==> config.mk <==
export PLATFORM = sky130hd
export DESIGN_NAME = mp_uart_rx
export DESIGN_NICKNAME = d
export VERILOG_FILES = /design/src/rtl/mp_rx_pkg.sv /design/src/rtl/mp_rx_ctrl.sv /design/src/rtl/mp_rx_datapath.sv /design/src/rtl/mp_uart_rx.sv
export SDC_FILE = /design/constraint.sdc
export NUM_CORES = 1
export LEC_CHECK = 0
export ABC_AREA = 1
export CAP_MARGIN = 15
export CORE_MARGIN = 5
export CORE_UTILIZATION = 25
export CTS_CLUSTER_SIZE = 25
export DETAILED_ROUTE_END_ITERATION = 8
export DONT_BUFFER_PORTS = 1
export PLACE_DENSITY = 0.46
export SYNTH_ARGS = -nofsm -noshare
export SYNTH_HDL_FRONTEND = slang
export SYNTH_SLANG_ARGS = --single-unit
==> constraint.sdc <==
create_clock -name clk -period 2.03 [get_ports clk]
set_input_delay 0.406 -clock clk [delete_from_list [all_inputs] [get_ports clk]]
set_output_delay 0.406 -clock clk [all_outputs]
set_load 0.05 [all_outputs]
==> src/rtl/mp_rx_pkg.sv <==
package mp_rx_pkg;

  typedef enum logic [2:0] {
    ST_IDLE,
    ST_START,
    ST_DATA,
    ST_PARITY,
    ST_MPB,
    ST_STOP
  } rxState_t;

  typedef struct packed {
    logic shiftData;
    logic takeParity;
    logic takeMp;
    logic frameEnd;
    logic bitVal;
  } rxStrobe_t;

endpackage

==> src/rtl/mp_rx_ctrl.sv <==
module mp_rx_ctrl
  import mp_rx_pkg::*;
#(
  parameter int DATA_BITS = 8,
  parameter int FULL_OVS  = 16,
  parameter int HALF_OVS  = 8
) (
  input  logic      clk,
  input  logic      rstN,
  input  logic      baseTick,
  input  logic      rxIn,
  input  logic      halfRate,
  input  logic      edgeStart,
  input  logic      parityEn,
  output rxStrobe_t strobe
);

  localparam int CNT_W = $clog2(FULL_OVS);
  localparam int BIT_W = $clog2(DATA_BITS);
  localparam logic [CNT_W-1:0] FULL_LAST = CNT_W'(FULL_OVS - 1);
  localparam logic [CNT_W-1:0] HALF_LAST = CNT_W'(HALF_OVS - 1);
  localparam logic [CNT_W-1:0] FULL_MID  = CNT_W'(FULL_OVS / 2 - 1);
  localparam logic [CNT_W-1:0] HALF_MID  = CNT_W'(HALF_OVS / 2 - 1);
  localparam logic [BIT_W-1:0] LAST_BIT  = BIT_W'(DATA_BITS - 1);

  rxState_t         state;
  logic [CNT_W-1:0] tickCnt;
  logic [BIT_W-1:0] bitIdx;
  logic             prevRx;
  logic             startSeen;
  logic             bitDue;
  logic [CNT_W-1:0] dueCount;

  always_comb begin
    startSeen = edgeStart ? (prevRx && !rxIn) : !rxIn;
    if (state == ST_START) dueCount = halfRate ? HALF_MID : FULL_MID;
    else                   dueCount = halfRate ? HALF_LAST : FULL_LAST;
    bitDue            = baseTick && (state != ST_IDLE) && (tickCnt == dueCount);
    strobe.shiftData  = bitDue && (state == ST_DATA);
    strobe.takeParity = bitDue && (state == ST_PARITY);
    strobe.takeMp     = bitDue && (state == ST_MPB);
    strobe.frameEnd   = bitDue && (state == ST_STOP);
    strobe.bitVal     = rxIn;
  end

  always_ff @(posedge clk or negedge rstN) begin
    if (!rstN) begin
      state   <= ST_IDLE;
      tickCnt <= '0;
      bitIdx  <= '0;
      prevRx  <= 1'b1;
    end else if (baseTick) begin
      prevRx <= rxIn;
      if (state == ST_IDLE) begin
        if (startSeen) begin
          state   <= ST_START;
          tickCnt <= '0;
        end
      end else if (!bitDue) begin
        tickCnt <= tickCnt + 1'b1;
      end else begin
        tickCnt <= '0;
        unique case (state)
          ST_START: begin
            bitIdx <= '0;
            state  <= rxIn ? ST_IDLE : ST_DATA;
          end
          ST_DATA: begin
            if (bitIdx == LAST_BIT) state <= parityEn ? ST_PARITY : ST_MPB;
            else                    bitIdx <= bitIdx + 1'b1;
          end
          ST_PARITY: state <= ST_MPB;
          ST_MPB:    state <= ST_STOP;
          default:   state <= ST_IDLE;
        endcase
      end
    end
  end

endmodule

==> src/rtl/mp_rx_datapath.sv <==
module mp_rx_datapath
  import mp_rx_pkg::*;
#(
  parameter int DATA_BITS = 8
) (
  input  logic                 clk,
  input  logic                 rstN,
  input  rxStrobe_t            strobe,
  input  logic                 msbFirst,
  input  logic                 parityEn,
  input  logic                 parityOdd,
  input  logic                 idSelect,
  input  logic [DATA_BITS-1:0] cmpData,
  input  logic                 armMpie,
  input  logic                 armCompare,
  input  logic                 readAck,
  input  logic                 flagClear,
  output logic [DATA_BITS-1:0] rxByte,
  output logic                 rxValid,
  output logic                 rxFull,
  output logic                 rxMpBit,
  output logic                 overrunFlag,
  output logic                 framingFlag,
  output logic                 parityFlag,
  output logic                 mpieActive,
  output logic                 cmpActive,
  output logic                 matchFlag,
  output logic                 matchParityFlag,
  output logic                 matchFramingFlag
);

  logic [DATA_BITS-1:0] shiftReg;
  logic                 parBit;
  logic                 mpBitReg;
  logic                 frmErr;
  logic                 parErr;
  logic                 accept;
  logic                 bufFree;
  logic                 compareOn;
  logic                 hit;

  always_comb begin
    frmErr    = !strobe.bitVal;
    parErr    = parityEn && ((^shiftReg ^ parBit) != parityOdd);
    accept    = strobe.frameEnd && !(mpieActive && !mpBitReg);
    bufFree   = !rxFull || readAck;
    compareOn = strobe.frameEnd && cmpActive && (!idSelect || mpBitReg);
    hit       = compareOn && (shiftReg == cmpData);
  end

  always_ff @(posedge clk or negedge rstN) begin
    if (!rstN) begin
      shiftReg <= '0;
      parBit   <= 1'b0;
      mpBitReg <= 1'b0;
    end else begin
      if (strobe.shiftData) begin
        if (msbFirst) shiftReg <= {shiftReg[DATA_BITS-2:0], strobe.bitVal};
        else          shiftReg <= {strobe.bitVal, shiftReg[DATA_BITS-1:1]};
      end
      if (strobe.takeParity) parBit   <= strobe.bitVal;
      if (strobe.takeMp)     mpBitReg <= strobe.bitVal;
    end
  end

  always_ff @(posedge clk or negedge rstN) begin
    if (!rstN) begin
      rxByte  <= '0;
      rxValid <= 1'b0;
      rxFull  <= 1'b0;
      rxMpBit <= 1'b0;
    end else begin
      rxValid <= 1'b0;
      if (readAck) rxFull <= 1'b0;
      if (accept && bufFree) begin
        rxByte  <= shiftReg;
        rxMpBit <= mpBitReg;
        rxFull  <= 1'b1;
        rxValid <= 1'b1;
      end
    end
  end

  always_ff @(posedge clk or negedge rstN) begin
    if (!rstN) begin
      overrunFlag <= 1'b0;
      framingFlag <= 1'b0;
      parityFlag  <= 1'b0;
    end else begin
      if (flagClear) begin
        overrunFlag <= 1'b0;
        framingFlag <= 1'b0;
        parityFlag  <= 1'b0;
      end
      if (accept) begin
        if (!bufFree) overrunFlag <= 1'b1;
        if (frmErr)   framingFlag <= 1'b1;
        if (parErr)   parityFlag  <= 1'b1;
      end
    end
  end

  always_ff @(posedge clk or negedge rstN) begin
    if (!rstN) begin
      mpieActive       <= 1'b0;
      cmpActive        <= 1'b0;
      matchFlag        <= 1'b0;
      matchParityFlag  <= 1'b0;
      matchFramingFlag <= 1'b0;
    end else begin
      if (strobe.frameEnd && mpieActive && mpBitReg) mpieActive <= 1'b0;
      if (armMpie) mpieActive <= 1'b1;
      if (flagClear) begin
        matchFlag        <= 1'b0;
        matchParityFlag  <= 1'b0;
        matchFramingFlag <= 1'b0;
      end
      if (compareOn) begin
        if (frmErr) matchFramingFlag <= 1'b1;
        if (parErr) matchParityFlag  <= 1'b1;
      end
      if (hit) begin
        matchFlag <= 1'b1;
        cmpActive <= 1'b0;
      end
      if (armCompare) cmpActive <= 1'b1;
    end
  end

endmodule

==> src/rtl/mp_uart_rx.sv <==
module mp_uart_rx
  import mp_rx_pkg::*;
#(
  parameter int DATA_BITS = 8,
  parameter int FULL_OVS  = 16,
  parameter int HALF_OVS  = 8
) (
  input  logic                 clk,
  input  logic                 rstN,
  input  logic                 baseTick,
  input  logic                 rxd,
  input  logic                 invertRx,
  input  logic                 halfRate,
  input  logic                 edgeStart,
  input  logic                 msbFirst,
  input  logic                 parityEn,
  input  logic                 parityOdd,
  input  logic                 idSelect,
  input  logic [DATA_BITS-1:0] cmpData,
  input  logic                 armMpie,
  input  logic                 armCompare,
  input  logic                 readAck,
  input  logic                 flagClear,
  output logic [DATA_BITS-1:0] rxByte,
  output logic                 rxValid,
  output logic                 rxFull,
  output logic                 rxMpBit,
  output logic                 overrunFlag,
  output logic                 framingFlag,
  output logic                 parityFlag,
  output logic                 mpieActive,
  output logic                 cmpActive,
  output logic                 matchFlag,
  output logic                 matchParityFlag,
  output logic                 matchFramingFlag
);

  logic      rxReg;
  rxStrobe_t strobe;

  // Polarity applied at the input register, ahead of all decoding
  always_ff @(posedge clk or negedge rstN) begin
    if (!rstN) rxReg <= 1'b1;
    else       rxReg <= rxd ^ invertRx;
  end

  mp_rx_ctrl #(
    .DATA_BITS(DATA_BITS),
    .FULL_OVS (FULL_OVS),
    .HALF_OVS (HALF_OVS)
  ) uCtrl (
    .clk      (clk),
    .rstN     (rstN),
    .baseTick (baseTick),
    .rxIn     (rxReg),
    .halfRate (halfRate),
    .edgeStart(edgeStart),
    .parityEn (parityEn),
    .strobe   (strobe)
  );

  mp_rx_datapath #(
    .DATA_BITS(DATA_BITS)
  ) uData (
    .clk             (clk),
    .rstN            (rstN),
    .strobe          (strobe),
    .msbFirst        (msbFirst),
    .parityEn        (parityEn),
    .parityOdd       (parityOdd),
    .idSelect        (idSelect),
    .cmpData         (cmpData),
    .armMpie         (armMpie),
    .armCompare      (armCompare),
    .readAck         (readAck),
    .flagClear       (flagClear),
    .rxByte          (rxByte),
    .rxValid         (rxValid),
    .rxFull          (rxFull),
    .rxMpBit         (rxMpBit),
    .overrunFlag     (overrunFlag),
    .framingFlag     (framingFlag),
    .parityFlag      (parityFlag),
    .mpieActive      (mpieActive),
    .cmpActive       (cmpActive),
    .matchFlag       (matchFlag),
    .matchParityFlag (matchParityFlag),
    .matchFramingFlag(matchFramingFlag)
  );

endmodule

==> results.ini, run 1 <==
[final_layout]
fin_nets=315
fillCellCount=936
fin_util_pct=28.7
diodes=0
drive_gt1_share_pct=9.31
multi_input_area_um2=1040
layout.area.seq_um2=1030
area_delta_synth_final_pct=11.5

[logic_synthesis]
synth-seq-cells=41
synthCells=282
synth_top_area_share_pct=43.2
synthTopCellsByCount=72 x nand2_1, 42 x inv_1, 39 x dfrtp_1
synth_edf_count=0
synth_cell_types=30
post-synth-top-count-cell=nand2_1
synth_area_leaders=dfrtp_1 43%, nand2_1 12%, inv_1 7.0%
synth_area_um2=2260
synthFlopType=dfrtp_1
post-synth-top-area-cell=dfrtp_1
syn_nets=308
avgSynthCellArea_um2=8.00
ys_warn_count=0
synth-seq-area-share_pct=45.6
async_flop_share_pct=100

[run]
maxCapViolations=0

[clocking]
clk_transition_reported_paths_ns=0.09
cts.sinks=41
clock_latency_ns=0.30
cts.path.max_buffers=2
cts_root_buf=clkbuf_8
cts.htree.levels=2
cts_setup_buffers=0
tritoncts=done
cts_buffers=5

[timing]
worst_pin_slew_ns=0.580
setup_viol=0
final.min_clock_period_ns=1.80
rsz0062_at_grt=no
skew_ns=0.00770
hold_violations=0
maxSlewHeadroom_pct=61.1
max_freq_ghz=0.555
slew_viol_final=0
fin_crit_sh_pct=88.7
setup_tns_ns=0

[grt]
antenna_found_initial=0
grt_pass1_vias=1696
grt_pass1_wl_um=8870
grt_overflow=0
grt_max_degree=42
track_usage_pct=10.1

[die]
start_util_pct=25.8
pin_count=42
die_x_um=105
core_region_area_um2=8760
die-area_um2=11000
placementRows=34
die_y_um=105

[power]
vdd_drop_max_mv=0.279
internal_power_uw=1370
p_per_area_nw_per_um2=871
p_clk_share_pct=24.7
power_uw=2190
pwr-share-comb_pct=28.4
sw_frac_of_total_pct=37.8
p_seq_share_pct=46.9
p_switching_uw=829
p_leak_uw=0.00127

[critical_path]
crit_arrival_ns=2.04
rr_startpoint=uCtrl.state[0]
path_max_fanout=10
r2r-end=uData.rxByte[1]
endpoint_kind=flop
r2r_slack_ns=0.23
r2r_cells=6
start_kind=flop
crit_type=flop to flop
cp.required_ns=2.27

[route]
routedWlPerCell_um=13.4
vias=1776
firstDrtPassIters=4
drc=0
vias_per_cell=4.46
ant_nets=0
wirelength_um=5330
drt-initial-drc-count=52

[placement]
portBuffers=0
gp_congestion=0.844
dp_hpwl_um=3930

[hold_path]
hold_path_class=primary input to flop
min_from=baseTick
whs_endpoint=uCtrl.prevRx
whs_path_depth=1

[run_status]
status=complete, no violations

==> worst max-delay path by stage <==
stage	startpoint	end	cells after the start
4_1_cts	uCtrl.state[0]	uData.rxByte[6]	5
3_3_place_gp	uCtrl.state[2]	uData.rxByte[7]	7
3_5_place_dp	uCtrl.state[0]	uData.rxByte[0]	5
2_1_floorplan	uCtrl.state[2]	uData.rxByte[1]	8
5_1_grt	uCtrl.state[0]	uData.rxByte[7]	6
6_report	uCtrl.state[0]	uData.rxByte[1]	6
==> area by class of cell <==
cell class / count / share of cell area [%]
clock buffer: 5 / 2.73
sequential: 41 / 40.9
inverter: 43 / 6.41
tap: 108 / 5.37
timing repair buffer: 6 / 2.68
clock inverter: 3 / 0.696
multi-input combinational: 192 / 41.3
==> cells by family (layout without fill, tap and decap cells) <==
| group | count (synthesis) | after routing | share of synthesized area [%] |
|---|---|---|---|
| xor+xnor | 15 | 15 | 5.82 |
| fa+ha+maj | 3 | 3 | 1.66 |
| buf+inv | 49 | 57 | 8.81 |
| flops | 41 | 41 | 45.6 |
| compound gates | 43 | 43 | 11.4 |
| simple gates | 131 | 131 | 26.8 |
==> power groups by stage <==
stage	logic (µW)	clock network [µW]	registers, µW
after global placement	591	0	1040
after global routing	729	603	1040
after CTS	622	580	1030
after detailed placement	594	0	1040
after floorplan	507	0	1000
final	623	543	1030
==> per-layer routing <==
layer	GRT usage (%)	share of wire, %	vias to the layer above
li1	-	-	908
met1	12.5	45	817
met2	15.9	46	44
met3	3.45	6.9	7
met4	4.29	2.0	0
met5	0	0	-
==> worst max-delay path, stage by stage (launching register included) <==
cell     delay (ns)
dfrtp_1        0.48
inv_1          0.09
nor3_1         0.50
nand3_1        0.21
nor2_4         0.27
nand3_1        0.12
nand2_1        0.08
==> registers in the layout (all words and copies together), names as in the netlist, 3 cells and up <==
register,cells
uData.shiftReg,8
uData.rxByte,8
uCtrl.state,3
uCtrl.bitIdx,3
uCtrl.tickCnt,4
==> through the flow <==
step | worst slack, ns | instance area (µm²) | std cells | hold WS (ns)
finish | 0.230 | 2520 | 398 | 0.179
global route | 0.0589 | 2520 | 398 | 0.156
CTS | 0.195 | 2510 | 398 | 0.164
detailed placement | 0.214 | 2380 | 388 | 0.112
global placement | 0.232 | 2380 | 388 | 0.112
floorplan | 0.521 | 2260 | 282 | 0.110
==> layout by cell type, fill, tap and decap left out, drive strengths merged <==
cell type,count
nand2,75
inv,43
dfrtp,39
o21ai,28
nand3,23
nor2,20
xor2,12
o21bai,11
nand4,8
clkbuf,5
buf,5
xnor2,3
ha,3
or2,3
a21oi,3
clkinv,2
dfstp,2
nor3,1
nand2b,1
o31ai,1
clkinvlp,1
dlygate4sd3,1
==> repair_timing <==
action,CTS,global route
setup endpoints to repair,0,3
hold endpoints to repair,41,0
gates resized for setup,0,1
hold buffers,2,0
Power figures use the tool's default switching activity.
==> run 2, diff against run 1 <==
CORE_ASPECT_RATIO = 1.5   (was not set)
CORE_MARGIN = 2   (was 5)
==> results.ini, run 2 (synthesis results as in run 1) <==
[route]
drt-initial-drc-count=42
drc=0
firstDrtPassIters=4
vias_per_cell=4.40
routedWlPerCell_um=13.0
vias=1761
wirelength_um=5210
ant_nets=0

[grt]
grt_max_degree=42
antenna_found_initial=0
track_usage_pct=11.9
grt_pass1_wl_um=8830
grt_pass1_vias=1834
grt_overflow=0

[critical_path]
worst-path-stages=5
endpoint_kind=flop
cpPeakStageDelay_ns=0.48
path_buf_inv=1
crit_family=simple AND/OR/NAND/NOR gates
r2r_cells=5
crit_slowest_cell=dfrtp_1
crit_arrival_ns=1.96
path_max_fanout=14
cp.required_ns=2.20
start_kind=flop
cp_cell_sequence=inv_1 -> nor3_1 -> nand4_2 -> o21bai_1 -> nand2_1
crit_type=flop to flop

[placement]
post-place-ws_ns=0.244
post-place-cells=391
dp_hpwl_um=3910
portBuffers=0
gp_congestion=0.790

[die]
placementRows=42
start_util_pct=25.6
core_region_area_um2=8830
die-area_um2=9820
pin_count=42
die_x_um=81.6
die_y_um=120

[clocking]
cts.htree.levels=2
clk_transition_reported_paths_ns=0.06
cts.path.max_buffers=2
cts_buffers=5
cts_root_buf=clkbuf_16
tritoncts=done
cts.sinks=41
clock_latency_ns=0.28

[run]
maxCapViolations=0

[run_status]
status=complete, no violations

[power]
power_uw=2460
p_per_area_nw_per_um2=953
vdd_drop_max_mv=0.433
p_leak_uw=0.00130

[timing]
fin_crit_sh_pct=88.3
slew_viol_final=0
max_freq_ghz=0.558
setup_tns_ns=0
skew_ns=0.00298
worst_pin_slew_ns=0.513
maxSlewHeadroom_pct=65.8
setup_viol=0
rsz0062_at_grt=no
fin_ws_ns=0.238
hold_violations=0
final.min_clock_period_ns=1.79

[final_layout]
layout_common_cells=72 x nand2_1, 42 x inv_1, 39 x dfrtp_1
largest_registers=uData.rxByte (8), uData.shiftReg (8), uCtrl.tickCnt (4)
drive_gt1_share_pct=8.97
layout_commonest_cell=nand2_1
final_cells=400
fillCellCount=962
fin_nets=316
diodes=0
area_delta_synth_final_pct=14.1

[hold_path]
hold_path_class=primary input to flop
whs_path_depth=1

run 2: worst paths after layout:
kind | startpoint | to | slack (ns)
worst max-delay path | uCtrl.state[0] | uData.rxByte[2] | 0.24
min in group asynchronous | rstN | uData.shiftReg[4] | 0.63
max in group asynchronous | rstN | rxReg | 1.14
worst min-delay path | rxd | rxReg | 0.17
worst min register to register | uCtrl.bitIdx[0] | uCtrl.bitIdx[0] | 0.48
worst max register to register | uCtrl.state[0] | uData.rxByte[2] | 0.24
run 2: metrics by stage:
stage,hold slack [ns],cell area [µm²],utilization [%]
after detailed placement,0.112,2390,27.1
after floorplan,0.110,2260,-
after CTS,0.165,2570,29.2
after global routing,0.172,2570,29.2
final,0.170,2570,29.2
after global placement,0.112,2390,27.1
run 2: routing by layer:
layer	global-route usage, %	routed length, µm	up-vias
li1	-	-	909
met1	12.7	2100	818
met2	20.9	2730	29
met3	3.58	265	5
met4	5.31	109	0
met5	0	0	-
run 2: area by class of cell:
class / count / area (µm²) / area share (%)
sequential: 41 / 1030 / 39.9
timing repair buffer: 7 / 75.1 / 2.92
tap: 110 / 138 / 5.34
inverter: 43 / 161 / 6.27
clock buffer: 7 / 143 / 5.54
multi-input combinational: 192 / 1030 / 40.0
run 2: power by group:
part | internal (µW) | switching (µW) | total (µW)
Clock | 483 | 315 | 799
Combinational | 225 | 407 | 632
Sequential | 906 | 119 | 1020
Total | 1610 | 842 | 2460
run 2: timing repair:
action                                 in CTS  in global routing
hold buffers                                2                  0
endpoints found under the hold margin      41                  0
setup buffers                               0                  0
gates resized for setup                     0                  0
